## config.mk

```make
export PLATFORM = sky130hd
export DESIGN_NAME = ide_bm_dma
export DESIGN_NICKNAME = d
export VERILOG_FILES = /design/src/rtl/ide_bm_pkg.sv /design/src/rtl/ide_bm_regs.sv /design/src/rtl/ide_bm_cnt.sv /design/src/rtl/ide_bm_fsm.sv /design/src/rtl/ide_bm_dma.sv
export SDC_FILE = /design/constraint.sdc
export NUM_CORES = 1
export LEC_CHECK = 0
export ABC_CLOCK_PERIOD_IN_PS = 2630
export CAP_MARGIN = 20
export CORE_MARGIN = 2
export CORE_UTILIZATION = 40
export CTS_CLUSTER_DIAMETER = 30
export DETAILED_ROUTE_END_ITERATION = 10
export PLACE_DENSITY_LB_ADDON = 0.3
export SKIP_LAST_GASP = 1
export SYNTH_ARGS = -nofsm -noshare
export SYNTH_HDL_FRONTEND = slang
export SYNTH_SLANG_ARGS = --single-unit
```

## constraint.sdc

```tcl
create_clock -name clk -period 2.63 [get_ports clk]
set_input_delay 0.789 -clock clk [delete_from_list [all_inputs] [get_ports clk]]
set_output_delay 0.789 -clock clk [all_outputs]
set_load 0.03 [all_outputs]
```

## src/rtl/ide_bm_pkg.sv

```systemverilog
package ide_bm_pkg;
  localparam logic [2:0] OFS_CMD  = 3'd0;
  localparam logic [2:0] OFS_STAT = 3'd2;
  localparam logic [2:0] OFS_PTR  = 3'd4;

  localparam int CMD_GO    = 0;
  localparam int CMD_TOMEM = 3;
  localparam int ST_ACT    = 0;
  localparam int ST_ERR    = 1;
  localparam int ST_INT    = 2;
  localparam int ST_CAP0   = 5;
  localparam int ST_CAP1   = 6;

  localparam int DESC_LAST  = 31;
  localparam int DESC_BYTES = 8;
  localparam int WORD_BYTES = 2;

  typedef enum logic [2:0] {
    S_IDLE  = 3'd0,
    S_DESC0 = 3'd1,
    S_DESC1 = 3'd2,
    S_MEM   = 3'd3,
    S_DRV   = 3'd4,
    S_STOP  = 3'd5
  } bm_state_e;
endpackage

```

## src/rtl/ide_bm_regs.sv

```systemverilog
module ide_bm_regs
  import ide_bm_pkg::*;
#(
  parameter int ADDR_W = 32
) (
  input  logic              clk,
  input  logic              rst_n,
  input  logic              reg_we,
  input  logic [2:0]        reg_addr,
  input  logic [31:0]       reg_wdata,
  input  logic              active_i,
  input  logic              set_err_i,
  input  logic              set_intr_i,
  output logic [31:0]       reg_rdata,
  output logic              start_o,
  output logic              to_mem_o,
  output logic [ADDR_W-1:0] ptr_o,
  output logic              launch_o,
  output logic              irq_o
);
  logic              start_q, start_d;
  logic              dir_q, dir_d;
  logic              err_q, err_d;
  logic              intr_q, intr_d;
  logic [1:0]        cap_q, cap_d;
  logic [ADDR_W-1:0] ptr_q, ptr_d;
  logic              wr_cmd, wr_stat, wr_ptr;
  logic [31:0]       ptr_ext;

  assign wr_cmd  = reg_we && (reg_addr == OFS_CMD);
  assign wr_stat = reg_we && (reg_addr == OFS_STAT);
  assign wr_ptr  = reg_we && (reg_addr == OFS_PTR);

  always_comb begin
    start_d = reg_wdata[CMD_GO];
    dir_d   = reg_wdata[CMD_TOMEM];
    ptr_d   = reg_wdata[ADDR_W-1:0];
    cap_d   = {reg_wdata[ST_CAP1], reg_wdata[ST_CAP0]};
    err_d   = set_err_i  | (err_q  & ~(wr_stat & reg_wdata[ST_ERR]));
    intr_d  = set_intr_i | (intr_q & ~(wr_stat & reg_wdata[ST_INT]));
  end

  always_ff @(posedge clk or negedge rst_n) begin
    if (!rst_n) begin
      start_q <= 1'b0;
      dir_q   <= 1'b0;
      ptr_q   <= '0;
      cap_q   <= '0;
      err_q   <= 1'b0;
      intr_q  <= 1'b0;
    end else begin
      if (wr_cmd) begin
        start_q <= start_d;
        dir_q   <= dir_d;
      end
      if (wr_ptr)  ptr_q <= ptr_d;
      if (wr_stat) cap_q <= cap_d;
      err_q  <= err_d;
      intr_q <= intr_d;
    end
  end

  always_comb begin
    ptr_ext = '0;
    ptr_ext[ADDR_W-1:0] = ptr_q;
    reg_rdata = '0;
    unique case (reg_addr)
      OFS_CMD: begin
        reg_rdata[CMD_GO]    = start_q;
        reg_rdata[CMD_TOMEM] = dir_q;
      end
      OFS_STAT: begin
        reg_rdata[ST_ACT]  = active_i;
        reg_rdata[ST_ERR]  = err_q;
        reg_rdata[ST_INT]  = intr_q;
        reg_rdata[ST_CAP0] = cap_q[0];
        reg_rdata[ST_CAP1] = cap_q[1];
      end
      OFS_PTR: reg_rdata = ptr_ext;
      default: reg_rdata = '0;
    endcase
  end

  assign start_o  = start_q;
  assign to_mem_o = dir_q;
  assign ptr_o    = ptr_q;
  assign launch_o = wr_cmd && reg_wdata[CMD_GO] && !start_q;
  assign irq_o    = intr_q;


  cap_hold_chk: assert property (@(posedge clk) disable iff (!rst_n)
    !wr_stat |=> $stable(cap_q));


  w1c_intr_chk: assert property (@(posedge clk) disable iff (!rst_n)
    (wr_stat && reg_wdata[ST_INT] && !set_intr_i) |=> !intr_q);


  w1c_err_chk: assert property (@(posedge clk) disable iff (!rst_n)
    (wr_stat && reg_wdata[ST_ERR] && !set_err_i) |=> !err_q);
endmodule

```

## src/rtl/ide_bm_cnt.sv

```systemverilog
module ide_bm_cnt
  import ide_bm_pkg::*;
#(
  parameter int ADDR_W = 32
) (
  input  logic              clk,
  input  logic              rst_n,
  input  logic              launch_i,
  input  logic [ADDR_W-1:0] ptr_i,
  input  logic              lo_ld_i,
  input  logic              hi_ld_i,
  input  logic              step_i,
  input  logic [31:0]       word_i,
  output logic [ADDR_W-1:0] dptr_o,
  output logic [ADDR_W-1:0] baddr_o,
  output logic              last_word_o,
  output logic              last_desc_o
);
  localparam int CNT_W = 17;
  localparam logic [CNT_W-1:0]  FULL_CNT = CNT_W'(1) << 16;
  localparam logic [CNT_W-1:0]  WSTEP    = CNT_W'(WORD_BYTES);
  localparam logic [ADDR_W-1:0] ASTEP    = ADDR_W'(WORD_BYTES);
  localparam logic [ADDR_W-1:0] DSTEP    = ADDR_W'(DESC_BYTES);

  logic [ADDR_W-1:0] dptr_q, dptr_d;
  logic [ADDR_W-1:0] baddr_q, baddr_d;
  logic [CNT_W-1:0]  bytes_q, bytes_d;
  logic              last_q, last_d;
  logic              dptr_en, baddr_en, bytes_en;
  logic              unused_bit0;

  assign unused_bit0 = word_i[0];

  always_comb begin
    dptr_en  = launch_i | hi_ld_i;
    dptr_d   = launch_i ? ptr_i : dptr_q + DSTEP;
    baddr_en = lo_ld_i | step_i;
    baddr_d  = lo_ld_i ? {word_i[ADDR_W-1:1], 1'b0} : baddr_q + ASTEP;
    bytes_en = hi_ld_i | step_i;
    if (hi_ld_i)
      bytes_d = (word_i[15:0] == 16'h0000) ? FULL_CNT : {1'b0, word_i[15:0]};
    else
      bytes_d = bytes_q - WSTEP;
    last_d = word_i[DESC_LAST];
  end

  always_ff @(posedge clk or negedge rst_n) begin
    if (!rst_n) begin
      dptr_q  <= '0;
      baddr_q <= '0;
      bytes_q <= '0;
      last_q  <= 1'b0;
    end else begin
      if (dptr_en)  dptr_q  <= dptr_d;
      if (baddr_en) baddr_q <= baddr_d;
      if (bytes_en) bytes_q <= bytes_d;
      if (hi_ld_i)  last_q  <= last_d;
    end
  end

  assign dptr_o      = dptr_q;
  assign baddr_o     = baddr_q;
  assign last_word_o = (bytes_q <= WSTEP);
  assign last_desc_o = last_q;


  zero_cnt_chk: assert property (@(posedge clk) disable iff (!rst_n)
    (hi_ld_i && word_i[15:0] == 16'h0000) |=> (bytes_q == FULL_CNT));


  addr_even_chk: assert property (@(posedge clk) disable iff (!rst_n)
    lo_ld_i |=> (baddr_q[0] == 1'b0));
endmodule

```

## src/rtl/ide_bm_fsm.sv

```systemverilog
module ide_bm_fsm
  import ide_bm_pkg::*;
#(
  parameter int ADDR_W = 32
) (
  input  logic              clk,
  input  logic              rst_n,
  input  logic              launch_i,
  input  logic              start_i,
  input  logic              to_mem_i,
  input  logic              mem_ready_i,
  input  logic              mem_err_i,
  input  logic [15:0]       mem_rdata_i,
  input  logic              drv_req_i,
  input  logic [15:0]       drv_din_i,
  input  logic              last_word_i,
  input  logic              last_desc_i,
  input  logic [ADDR_W-1:0] dptr_i,
  input  logic [ADDR_W-1:0] baddr_i,
  output logic              mem_valid_o,
  output logic              mem_write_o,
  output logic [ADDR_W-1:0] mem_addr_o,
  output logic [15:0]       hold_o,
  output logic              drv_ack_o,
  output logic              active_o,
  output logic              set_err_o,
  output logic              set_intr_o,
  output logic              lo_ld_o,
  output logic              hi_ld_o,
  output logic              step_o
);
  localparam logic [ADDR_W-1:0] HI_OFS = ADDR_W'(4);

  bm_state_e   state_q, state_d;
  logic [15:0] hold_q, hold_d;
  logic        hold_en;
  logic        busy, mem_done;

  assign busy        = (state_q == S_DESC0) || (state_q == S_DESC1) ||
                       (state_q == S_MEM)   || (state_q == S_DRV);
  assign active_o    = busy && start_i;
  assign mem_valid_o = start_i && ((state_q == S_DESC0) || (state_q == S_DESC1) ||
                                   (state_q == S_MEM));
  assign mem_write_o = (state_q == S_MEM) && to_mem_i;
  assign drv_ack_o   = start_i && (state_q == S_DRV) && drv_req_i;
  assign mem_done    = mem_valid_o && mem_ready_i;

  always_comb begin
    unique case (state_q)
      S_DESC0: mem_addr_o = dptr_i;
      S_DESC1: mem_addr_o = dptr_i + HI_OFS;
      default: mem_addr_o = baddr_i;
    endcase
  end

  always_comb begin
    state_d    = state_q;
    hold_d     = to_mem_i ? drv_din_i : mem_rdata_i;
    hold_en    = 1'b0;
    set_err_o  = 1'b0;
    set_intr_o = 1'b0;
    lo_ld_o    = 1'b0;
    hi_ld_o    = 1'b0;
    step_o     = 1'b0;
    unique case (state_q)
      S_IDLE: if (launch_i) state_d = S_DESC0;
      S_DESC0: if (mem_done) begin
        if (mem_err_i) begin
          set_err_o = 1'b1;
          state_d   = S_STOP;
        end else begin
          lo_ld_o = 1'b1;
          state_d = S_DESC1;
        end
      end
      S_DESC1: if (mem_done) begin
        if (mem_err_i) begin
          set_err_o = 1'b1;
          state_d   = S_STOP;
        end else begin
          hi_ld_o = 1'b1;
          state_d = to_mem_i ? S_DRV : S_MEM;
        end
      end
      S_MEM: if (mem_done) begin
        if (mem_err_i) begin
          set_err_o = 1'b1;
          state_d   = S_STOP;
        end else if (to_mem_i) begin
          step_o = 1'b1;
          if (!last_word_i)     state_d = S_DRV;
          else if (last_desc_i) begin
            set_intr_o = 1'b1;
            state_d    = S_STOP;
          end else              state_d = S_DESC0;
        end else begin
          hold_en = 1'b1;
          state_d = S_DRV;
        end
      end
      S_DRV: if (drv_ack_o) begin
        if (to_mem_i) begin
          hold_en = 1'b1;
          state_d = S_MEM;
        end else begin
          step_o = 1'b1;
          if (!last_word_i)     state_d = S_MEM;
          else if (last_desc_i) begin
            set_intr_o = 1'b1;
            state_d    = S_STOP;
          end else              state_d = S_DESC0;
        end
      end
      S_STOP: begin
        if (!start_i)       state_d = launch_i ? S_DESC0 : S_IDLE;
        else if (drv_req_i) set_err_o = 1'b1;
      end
      default: state_d = S_IDLE;
    endcase
    if (busy && !start_i) state_d = launch_i ? S_DESC0 : S_IDLE;
  end

  always_ff @(posedge clk or negedge rst_n) begin
    if (!rst_n) begin
      state_q <= S_IDLE;
      hold_q  <= '0;
    end else begin
      state_q <= state_d;
      if (hold_en) hold_q <= hold_d;
    end
  end

  assign hold_o = hold_q;


  abort_chk: assert property (@(posedge clk) disable iff (!rst_n)
    (busy && !start_i && !launch_i) |=> (state_q == S_IDLE));


  done_chk: assert property (@(posedge clk) disable iff (!rst_n)
    set_intr_o |=> (!active_o && state_q == S_STOP));


  tomem_chk: assert property (@(posedge clk) disable iff (!rst_n)
    (drv_ack_o && to_mem_i) |=> (!start_i || (mem_valid_o && mem_write_o)));


  overrun_chk: assert property (@(posedge clk) disable iff (!rst_n)
    (state_q == S_STOP) |-> !mem_valid_o && !drv_ack_o);
endmodule

```

## src/rtl/ide_bm_dma.sv

```systemverilog
module ide_bm_dma
  import ide_bm_pkg::*;
#(
  parameter int ADDR_W = 32
) (
  input  logic              clk,
  input  logic              rst_n,
  input  logic              reg_we,
  input  logic [2:0]        reg_addr,
  input  logic [31:0]       reg_wdata,
  output logic [31:0]       reg_rdata,
  output logic              mem_valid,
  output logic              mem_write,
  output logic [ADDR_W-1:0] mem_addr,
  output logic [31:0]       mem_wdata,
  input  logic              mem_ready,
  input  logic [31:0]       mem_rdata,
  input  logic              mem_err,
  input  logic              drv_req,
  output logic              drv_ack,
  input  logic [15:0]       drv_din,
  output logic [15:0]       drv_dout,
  output logic              irq
);
  logic              start_w, to_mem_w, launch_w, active_w;
  logic              set_err_w, set_intr_w;
  logic              lo_ld_w, hi_ld_w, step_w;
  logic              last_word_w, last_desc_w;
  logic [ADDR_W-1:0] ptr_w, dptr_w, baddr_w;
  logic [15:0]       hold_w;

  ide_bm_regs #(.ADDR_W(ADDR_W)) u_regs (
    .clk(clk), .rst_n(rst_n),
    .reg_we(reg_we), .reg_addr(reg_addr), .reg_wdata(reg_wdata),
    .active_i(active_w), .set_err_i(set_err_w), .set_intr_i(set_intr_w),
    .reg_rdata(reg_rdata), .start_o(start_w), .to_mem_o(to_mem_w),
    .ptr_o(ptr_w), .launch_o(launch_w), .irq_o(irq)
  );

  ide_bm_cnt #(.ADDR_W(ADDR_W)) u_cnt (
    .clk(clk), .rst_n(rst_n),
    .launch_i(launch_w), .ptr_i(ptr_w),
    .lo_ld_i(lo_ld_w), .hi_ld_i(hi_ld_w), .step_i(step_w),
    .word_i(mem_rdata),
    .dptr_o(dptr_w), .baddr_o(baddr_w),
    .last_word_o(last_word_w), .last_desc_o(last_desc_w)
  );

  ide_bm_fsm #(.ADDR_W(ADDR_W)) u_fsm (
    .clk(clk), .rst_n(rst_n),
    .launch_i(launch_w), .start_i(start_w), .to_mem_i(to_mem_w),
    .mem_ready_i(mem_ready), .mem_err_i(mem_err), .mem_rdata_i(mem_rdata[15:0]),
    .drv_req_i(drv_req), .drv_din_i(drv_din),
    .last_word_i(last_word_w), .last_desc_i(last_desc_w),
    .dptr_i(dptr_w), .baddr_i(baddr_w),
    .mem_valid_o(mem_valid), .mem_write_o(mem_write), .mem_addr_o(mem_addr),
    .hold_o(hold_w), .drv_ack_o(drv_ack), .active_o(active_w),
    .set_err_o(set_err_w), .set_intr_o(set_intr_w),
    .lo_ld_o(lo_ld_w), .hi_ld_o(hi_ld_w), .step_o(step_w)
  );

  assign mem_wdata = {16'h0000, hold_w};
  assign drv_dout  = hold_w;


  launch_fetch_chk: assert property (@(posedge clk) disable iff (!rst_n)
    launch_w |=> (mem_valid && !mem_write && mem_addr == $past(ptr_w)));


  mem_fault_chk: assert property (@(posedge clk) disable iff (!rst_n)
    (mem_valid && mem_ready && mem_err) |=> (!mem_valid && !active_w && !irq));
endmodule

```

## Word level (Yosys, flattened, before mapping)

Cells that the tools add are included.

| cells by class | value |
|---|---|
| multiply operators | 0 |
| eq/ne operators | 13 |
| reduce and logical (&&, ||, !) cells | 21 |
| bitwise logic cells | 11 |
| order comparisons | 1 |
| muxes and demuxes | 57 |
| $add $sub $neg | 4 |
| shift-type cells | 0 |
| divide/modulo/power cells | 0 |

Operators by type and width:

| operator | count |
|---|---|
| 32-bit 2-to-1 mux | 2 |
| 32-bit one-hot mux with 2 select lines | 1 |
| 3-bit 2-to-1 mux | 16 |
| 17-bit 2-to-1 mux | 2 |
| 32-bit by 2-bit adder with 32-bit output, second input constant | 1 |
| 32-bit by 3-bit adder with 32-bit output, second input constant | 1 |
| 32-bit by 4-bit adder with 32-bit output, second input constant | 1 |
| 1-bit 2-to-1 mux | 25 |
| 25-bit 2-to-1 mux | 1 |
| 3-bit one-hot mux with 6 select lines | 1 |
| 17-bit by 2-bit less-or-equal comparator with 1-bit output, second input constant | 1 |
| 17-bit by 2-bit subtractor with 17-bit output, second input constant | 1 |
| 16-bit zero test | 1 |
| 16-bit 2-to-1 mux | 1 |
| 3-bit by 2-bit != test with 1-bit output, second input constant | 5 |
| 1-bit logical AND | 12 |
| 1-bit one-hot mux with 2 select lines | 5 |
| 3-bit by 2-bit == test with 1-bit output, second input constant | 3 |
| 3-bit == test, second input constant | 3 |
| 2-bit one-hot mux with 2 select lines | 2 |
| 3-bit zero test | 2 |
| 6-bit AND reduction | 1 |
| 1-bit bitwise OR | 5 |
| 1-bit bitwise AND | 4 |
| other kinds (7) | 10 |

| word-level totals | value |
|---|---|
| memory bits (read-only) | 0 |
| bits in registers | 139 |
| RAM bits | 0 |
| memories | 0 |
| bits of input ports | 89 |
| latch bits | 0 |

## Logic depth before layout (Yosys ltp)

Gate-level depths: netlist of the first run.

| logic depth | value |
|---|---|
| word-level depth | 8 |
| depth in mapped cells | 8 |

## Modules after synthesis

A second synthesis of the first run with hierarchy kept.

| unflattened totals | value |
|---|---|
| cells, all modules | 1014 |
| area total of the unflattened synthesis | 9117.5 um^2 |

By module, submodules not included:

| module | seq. area each (um^2) | times used | cells an instance | area an instance (um^2) |
|---|---|---|---|---|
| ide_bm_cnt | 2026.9 | 1 | 523 | 4635.7 |
| ide_bm_fsm | 475.5 | 1 | 321 | 2302.2 |
| ide_bm_regs | 950.9 | 1 | 137 | 1935.6 |
| ide_bm_dma | 0.0 | 1 | 33 | 244.0 |

## Worst setup path after synthesis of the first run

No wires, ideal clock.

| timing path | value |
|---|---|
| path type | register -> output |
| start point | register u_cnt.dptr_q[4], in the netlist u_cnt.dptr_o[4] |
| end point | output mem_addr[17] |
| path buffers | 1 |
| required time | 1.841 ns |
| slack | -0.949 ns |
| stages on the path, launching flop included | 7 |
| data arrival time | 2.790 ns |
| cells stage by stage | dfrtp_1 ha_1 nand4_1 nor4_2 clkbuf_1 nand3_1 o311ai_0 |

| on the way | value |
|---|---|
| longest elaborated chain between the ends | 2 |

Ends and longest elaborated chain:

| what | RTL line | source |
|---|---|---|
| start, declared | ide_bm_cnt.sv:25 | `logic [ADDR_W-1:0] dptr_q, dptr_d;` |
| start signal, assigned | ide_bm_cnt.sv:54 | `if (dptr_en) dptr_q <= dptr_d;` |
| 32-bit by 3-bit adder with 32-bit output | ide_bm_fsm.sv:51 | `S_DESC1: mem_addr_o = dptr_i + HI_OFS;` |
| 32-bit one-hot mux with 2 select lines | ide_bm_fsm.sv:49 | `unique case (state_q)` |
| end, declared | ide_bm_dma.sv:14 | `output logic [ADDR_W-1:0] mem_addr,` |

No other way between the ends.

## Worst setup path in the final report of the first run

| timing path | value |
|---|---|
| start point | register u_cnt.dptr_q[3], in the netlist u_cnt.dptr_o[3] |
| end point | output mem_addr[25] |

The elaborated chain is that of the path after synthesis.

==> metrics, run 1 <==
setup TNS -10.78 ns; VDD IR max 0.4328 mV; DRT iter0 DRCs 916; final hold vios 0; Final setup viols 34; Arrival @ worst endpoint 2.29 ns; num ports 205; Synth top area share 39.19%; crit path kind flip-flop to primary output; remaining global-route overflow 0; H-Tree Depth 4; row count 54; flops & latches, synth 138; Die H 152.4 µm; Hold Slack 0.3065 ns; Worst-Skew Late Latency 0.44 ns; dpl hpwl 22020 µm; commonest cells in the netlist nand2_1 (167), dfrtp_1 (138), o21ai_0 (85), nand3_1 (58), nor2_1 (56); Synth async-reset ratio 100.0%; largest buffer count on any clock path 2; CTS root buf clkbuf_16; CP startpoint u_cnt.dptr_o[3]$_DFFE_PN0P_; DRC viols 0; CTS tree yes; cell area after synthesis 8811 µm²; antenna viol nets, final 0; fillers 1818; Inserted Diodes 0; proportion of layout cells with a drive suffix above 1 30.20%; Die X 152.4 µm; r2r setup slk 0.09 ns; area leader, netlist dfrtp_1; TritonCTS buffer count 17; status complete, but fails checks; CORE AREA 21690 µm²; Initial DRT Pass Iterations 5; Ys Warns 0; Reg2Reg Launch Point u_fsm.state_q[0]$_DFFE_PN0P_; number of enable flip-flop cells after synthesis 0; max-cap viol count 0; Synth Instances 1022; endpoint type of the worst setup path primary output; starting density of the core 40.63%; top_reg_cell synth dfrtp_1; CTS Sinks 138; sequential fraction of the synthesis area 39.19%; Worst-path clk slew 0.06 ns; placed cell area 12020 µm²; RSZ-0062 raised after global routing true; largest net degree at the start of global routing 56; Final GP Congestion 0.9207; DR WL/cell 18.45 µm; Tmin final 3.076 ns; vias in the first global route 8836; post-route cell area 13360 µm²; Vias/cell 5.590; first-pass GRT wire length 48360 µm; Critical R2R Capture u_cnt.baddr_o[29]$_DFFE_PN0P_; pwr dens 556.1 nW/µm²; Max Slew Vio Count 0; Nets 1431; worst hold-check path type input pin to asynchronous set/reset pin; Leakage 5.807 nW; Layout Area Growth over Synthesis 51.65%; die area 23230 µm²; final core occ 61.61%; worst slew pin tran 0.5564 ns; Peak Freq 325.1 MHz; GRT Total Usage 25.84%; reg2reg path depth 8; Distinct cells, synth 71; initial antenna violation count 0; most common cell in the synthesized netlist nand2_1; Tcrit/Tclk final 117.0%; Hold Buf Count CTS 0; top post-synthesis cells by area dfrtp_1 (39%), nand2_1 (7.1%), o21ai_0 (4.8%), mux2_2 (4.2%), nand3_1 (3.3%); port buffer count 188; startpoint type of the worst setup path flip-flop; syn_area_per_cell 8.621 µm²; DR vias 9118; failing checks negative setup slack; Max FO, Critical Path 4; critical path required time 1.84 ns; Slew headroom 62.77%; min setup slack post-route -0.4460 ns; total wire length 30090 µm; clock skew 0.009914 ns
[cell type report]
type	instances	area [µm²]	area share, %
Multi-Input combinational cell	788	5334	39.92
Timing Repair Buffer	377	3561	26.65
Sequential cell	138	3460	25.89
Clock buffer	20	456.7	3.418
Tap cell	280	350.3	2.622
Clock inverter	12	140.1	1.049
Inverter	16	60.06	0.4495
[how the worst max path moves through the flow]
stage | endpoint | slack [ns] | cells past startpoint
final | mem_addr[25] | -0.45 | 10
after global placement | reg_rdata[0] | -0.25 | 7
after floorplan | mem_addr[23] | -0.08 | 6
after global routing | mem_addr[25] | -0.55 | 10
after CTS | mem_addr[23] | -0.48 | 9
after detailed placement | reg_rdata[0] | -0.26 | 7
[cells by family after synthesis]
logic type	synth area share [%]
flip-flops	39.19
AND/OR/NAND/NOR	26.00
AO/OA/AOI/OAI	16.96
adder cells (fa/ha/maj)	0.5680
buffers and inverters	6.475
multiplexers	6.390
other	0.04256
XOR/XNOR	4.374
[state kept, by name, summed over array words and instances (netlist names)]
signal             count
u_regs.irq_o           1
u_regs.cap_q           2
u_cnt.dptr_o          32
u_regs.err_q           1
u_cnt.baddr_o         31
u_regs.to_mem_o        1
u_cnt.bytes_q         17
u_regs.start_o         1
u_regs.ptr_o          32
u_fsm.hold_o          16
u_cnt.last_desc_o      1
u_fsm.state_q          3
[repair_timing]
| action | CTS | global route |
|---|---|---|
| endpoints found under the hold margin | 0 | 0 |
| pin swaps | 20 | 16 |
| buffers inserted | 20 | 17 |
| gates cloned | 6 | 1 |
| setup endpoints to repair | 66 | 61 |
| gates resized for setup | 73 | 29 |
[per-stage QoR]
| step | power [mW] | worst slack [ns] | std cells |
|---|---|---|---|
| finish | 7.431 | -0.4460 | 1631 |
| CTS | 7.370 | -0.4754 | 1613 |
| floorplan | 3.926 | -0.07868 | 1037 |
| detailed placement | 4.845 | -0.2551 | 1555 |
| global placement | 4.806 | -0.2549 | 1555 |
| global route | 7.750 | -0.5531 | 1631 |
[critical path, cell delays in order (launching register included)]
cell     delay, ns
dfrtp_2       0.41
ha_4          0.14
nand4_1       0.09
buf_6         0.15
buf_12        0.12
nor3_4        0.17
buf_6         0.15
nand4_1       0.14
xor2_1        0.19
o21ai_2       0.14
buf_6         0.15
[per-layer routing]
metal | global-route usage (%) | vias to the layer above | share of wire (%) | wire length (µm)
met2 | 41.63 | 348 | 46 | 13800
met3 | 4.209 | 66 | 5.4 | 1638
met5 | 0 | - | 0 | 0
li1 | - | 4314 | - | -
met1 | 35.12 | 4390 | 45 | 13560
met4 | 9.877 | 0 | 3.6 | 1085
[cells in the final DEF (no fill, tap or decap), types with 18 or more instances in the layout]
cell / instances
mux2_2: 33
clkbuf_16: 18
nand4_1: 25
o21ai_0: 71
and2_1: 34
nand3_1: 54
dfrtp_1: 133
nand2_1: 160
clkdlybuf4s50_1: 117
buf_4: 200
buf_6: 34
a21oi_1: 23
xor2_1: 33
nor2_1: 50
mux2i_1: 18
[report_power, final]
group | total [mW] | switching, mW | internal, mW
clock | 2.45 | 0.993 | 1.45
combinational | 2.13 | 1.12 | 1.01
sequential | 2.86 | 0.389 | 2.47
total | 7.43 | 2.50 | 4.93
Power figures use the tool's default switching activity.
==> run 2: changes to the inputs <==
--- a/config.mk
+++ b/config.mk
@@ -7,12 +7,15 @@
 export LEC_CHECK = 0
 export ABC_CLOCK_PERIOD_IN_PS = 2630
 export CAP_MARGIN = 20
+export CORE_ASPECT_RATIO = 1.1
 export CORE_MARGIN = 2
 export CORE_UTILIZATION = 40
 export CTS_CLUSTER_DIAMETER = 30
 export DETAILED_ROUTE_END_ITERATION = 10
+export GPL_ROUTABILITY_DRIVEN = 0
 export PLACE_DENSITY_LB_ADDON = 0.3
 export SKIP_LAST_GASP = 1
 export SYNTH_ARGS = -nofsm -noshare
 export SYNTH_HDL_FRONTEND = slang
+export SYNTH_HIERARCHICAL = 1
 export SYNTH_SLANG_ARGS = --single-unit
==> run 2 against run 1 <==
  * The flow still finishes with violations (negative setup slack)
  * Hold slack got worse by 0.025 ns
  * Global-route usage rose by 0.11 points
  * Routed wire length rose by 11%
  * Clock skew fell by 0.00067 ns
  * Sequential cell count did not move
  * Clock power rose by 2%
  * Fmax fell by 1.4%
  * Largest cell class unchanged
  * Die area rose by 3.4%
  * Final cell count rose by 1.7%
==> metrics, run 2 <==
initial antenna violation count 0 (unchanged); largest buffer count on any clock path 2 (unchanged); Synth Instances 1014 (was 1022); DR vias 9704 (was 9118); Die X 148.0 µm (was 152.4 µm); largest net degree at the start of global routing 43 (was 56); H-Tree Depth 4 (unchanged); Hold Slack 0.2813 ns (was 0.3065 ns); Leakage 6.121 nW (was 5.807 nW); Arrival @ worst endpoint 2.33 ns (was 2.29 ns); Synth top area share 37.88% (was 39.19%); sequential fraction of the synthesis area 37.88% (was 39.19%); DRT iter0 DRCs 926 (was 916); cell area after synthesis 9117 µm² (was 8811 µm²); status complete, but fails checks (unchanged); Tmin final 3.120 ns (was 3.076 ns); port buffer count 188 (unchanged); Peak Freq 320.5 MHz (was 325.1 MHz); dpl hpwl 21260 µm (was 22020 µm); DR WL/cell 20.19 µm (was 18.45 µm); Die H 162.3 µm (was 152.4 µm); final hold vios 0 (unchanged); max-cap viol count 0 (unchanged); endpoint type of the worst setup path primary output (unchanged); crit path kind flip-flop to primary output (unchanged); CTS tree yes (unchanged); failing checks negative setup slack (unchanged); most frequent cells in the layout buf_4 (171), dfrtp_1 (134), nand2_1 (116), clkdlybuf4s50_1 (114), o21ai_0 (68) (was buf_4 (200), nand2_1 (160), dfrtp_1 (133), clkdlybuf4s50_1 (117), o21ai_0 (71)); vias in the first global route 9450 (was 8836); Slew headroom 55.24% (was 62.77%); syn_area_per_cell 8.992 µm² (was 8.621 µm²); RSZ-0062 raised after global routing true (unchanged); first-pass GRT wire length 49550 µm (was 48360 µm); GRT Total Usage 25.95% (was 25.84%); row count 57 (was 54); CTS Sinks 138 (unchanged); Hold Buf Count CTS 0 (unchanged); number of enable flip-flop cells after synthesis 0 (unchanged); num ports 205 (unchanged); CTS root buf clkbuf_16 (unchanged); Cells after DPL 1562 (was 1555); Layout Area Growth over Synthesis 59.38% (was 51.65%); starting density of the core 40.98% (was 40.63%); final core occ 65.31% (was 61.61%); area leader, netlist dfrtp_1 (unchanged); die area 24020 µm² (was 23230 µm²); setup TNS -12.35 ns (was -10.78 ns); TritonCTS buffer count 17 (unchanged); Ys Warns 6 (was 0); VDD IR max 0.6017 mV (was 0.4328 mV); Worst-Skew Late Latency 0.43 ns (was 0.44 ns); commonest cells in the netlist nand2_1 (139), dfrtp_1 (138), o21ai_0 (85), nand3_1 (50), nor2_1 (49) (was nand2_1 (167), dfrtp_1 (138), o21ai_0 (85), nand3_1 (58), nor2_1 (56)); CORE AREA 22250 µm² (was 21690 µm²); Final setup viols 41 (was 34); min setup slack post-route -0.4899 ns (was -0.4460 ns); remaining global-route overflow 0 (unchanged); clock skew 0.009245 ns (was 0.009914 ns); Distinct cells, synth 78 (was 71); Inserted Diodes 0 (unchanged); most common cell in the synthesized netlist nand2_1 (unchanged); critical path required time 1.84 ns (about the same); Max FO, Critical Path 4 (unchanged); Initial DRT Pass Iterations 6 (was 5); Nets 1443 (was 1431); Max Slew Vio Count 0 (unchanged); flops & latches, synth 138 (unchanged); total wire length 33480 µm (was 30090 µm); top_reg_cell synth dfrtp_1 (unchanged); startpoint type of the worst setup path flip-flop (unchanged); Finished Layout Cells 1658 (was 1631); pwr dens 986.1 nW/µm² (was 556.1 nW/µm²); proportion of layout cells with a drive suffix above 1 37.05% (was 30.20%); Synth async-reset ratio 100.0% (unchanged); Tcrit/Tclk final 118.6% (was 117.0%); worst slew pin tran 0.6653 ns (was 0.5564 ns); antenna viol nets, final 0 (unchanged); top post-synthesis cells by area dfrtp_1 (38%), nand2_1 (5.7%), mux2_4 (4.9%), o21ai_0 (4.7%), buf_4 (3.0%) (was dfrtp_1 (39%), nand2_1 (7.1%), o21ai_0 (4.8%), mux2_2 (4.2%), nand3_1 (3.3%)); Vias/cell 5.853 (was 5.590); Worst-path clk slew 0.06 ns (about the same); DRC viols 0 (unchanged); most common cell after layout, fill and taps aside buf_4 (unchanged); worst hold-check path type input pin to asynchronous set/reset pin (unchanged)
run 2: cell types whose count changed in the layout (fill, tap and decap cells not counted), sizes merged, moves of 9 or more:
cell | previous run | this run
xor2 | 33 | 23
buf | 259 | 268
nand2 | 169 | 140
or4 | 9 | 36
mux2 | 34 | 43
a31oi | 8 | 26
o31ai | 3 | 16
o311ai | 23 | 11
a21oi | 27 | 15
run 2: final timing paths:
path / cells past startpoint / to / slack [ns] / from
min in group clk: 2 / u_fsm/hold_o[0]$_DFFE_PN0P_ / 0.51 / u_fsm/hold_o[0]$_DFFE_PN0P_
worst max register to register: 13 / u_cnt/dptr_o[17]$_DFFE_PN0N_ / -0.13 / u_fsm/state_q[2]$_DFFE_PN0P_
worst min register to register: 2 / u_fsm/hold_o[0]$_DFFE_PN0P_ / 0.51 / u_fsm/hold_o[0]$_DFFE_PN0P_
worst min-delay path: 1 / u_cnt/dptr_o[28]$_DFFE_PN0N_ / 0.28 / rst_n
worst max-delay path: 9 / mem_addr[26] / -0.49 / u_cnt/dptr_o[3]$_DFFE_PN0N_
max in group asynchronous: 2 / u_regs/ptr_o[14]$_DFFE_PN0P_ / 1.75 / rst_n
run 2: critical path, stage by stage (launching register included):
cell	delay (ns)
dfrtp_1	0.37
ha_2	0.19
and4_4	0.24
nor3b_4	0.24
buf_6	0.15
buf_6	0.13
nand4_1	0.12
xor2_1	0.18
o21ai_2	0.14
buf_6	0.15
run 2: cells by family (layout without fill, tap and decap cells):
logic type / after synthesis / count (layout) / synth area share (%)
AND/OR/NAND/NOR: 443 / 443 / 26.79
AO/OA/AOI/OAI: 211 / 211 / 14.86
flip-flops: 138 / 138 / 37.88
buffers and inverters: 109 / 443 / 6.848
multiplexers: 65 / 65 / 8.961
XOR/XNOR: 42 / 42 / 4.035
adder cells (fa/ha/maj): 4 / 4 / 0.5489
other: 2 / 17 / 0.08237
run 2: repair_timing:
| item | in CTS | in global routing |
|---|---|---|
| pin swaps | 58 | 54 |
| gates cloned | 5 | 0 |
| setup buffers | 44 | 18 |
| gates resized for setup | 165 | 89 |
| setup endpoints to repair | 87 | 95 |
run 2: metal layers:
layer	GRT usage [%]	share of wire, %	vias up
met5	0	0	-
met4	12.94	5.0	0
met3	5.630	8.2	134
met2	42.77	48	576
met1	32.30	39	4621
li1	-	-	4373
run 2: layout make-up:
| type | instances | area, µm² |
|---|---|---|
| Clock inverter | 13 | 166.4 |
| Clock buffer | 19 | 432.9 |
| Fill cell | 1712 | 7720 |
| Multi-Input combinational cell | 782 | 6050 |
| Sequential cell | 138 | 3458 |
| Tap cell | 295 | 369.1 |
| Timing Repair Buffer | 390 | 3971 |
| Inverter | 21 | 83.83 |
run 2: where the power goes:
part	total, mW	internal, mW	switching (mW)
Sequential	3.69	2.78	0.907
Combinational	8.14	3.81	4.33
Clock	2.50	1.50	0.996
run 2: metrics by stage:
step                setup WS, ns  total power, mW  area [µm²]
floorplan                -0.2974            7.076        9373
global placement         -0.5330            9.465       12290
detailed placement       -0.6041            9.587       12290
CTS                      -0.4403            13.62       14050
global route             -0.5618            14.91       14530
finish                   -0.4899            14.33       14530
==> run 3: changes to the inputs <==
--- a/config.mk
+++ b/config.mk
@@ -15,6 +15,7 @@
 export GPL_ROUTABILITY_DRIVEN = 0
 export PLACE_DENSITY_LB_ADDON = 0.3
 export SKIP_LAST_GASP = 1
+export SLEW_MARGIN = 30
 export SYNTH_ARGS = -nofsm -noshare
 export SYNTH_HDL_FRONTEND = slang
 export SYNTH_HIERARCHICAL = 1
==> results of run 3 <==
The final DEF is identical to that of run 2; final timing and power are the same.
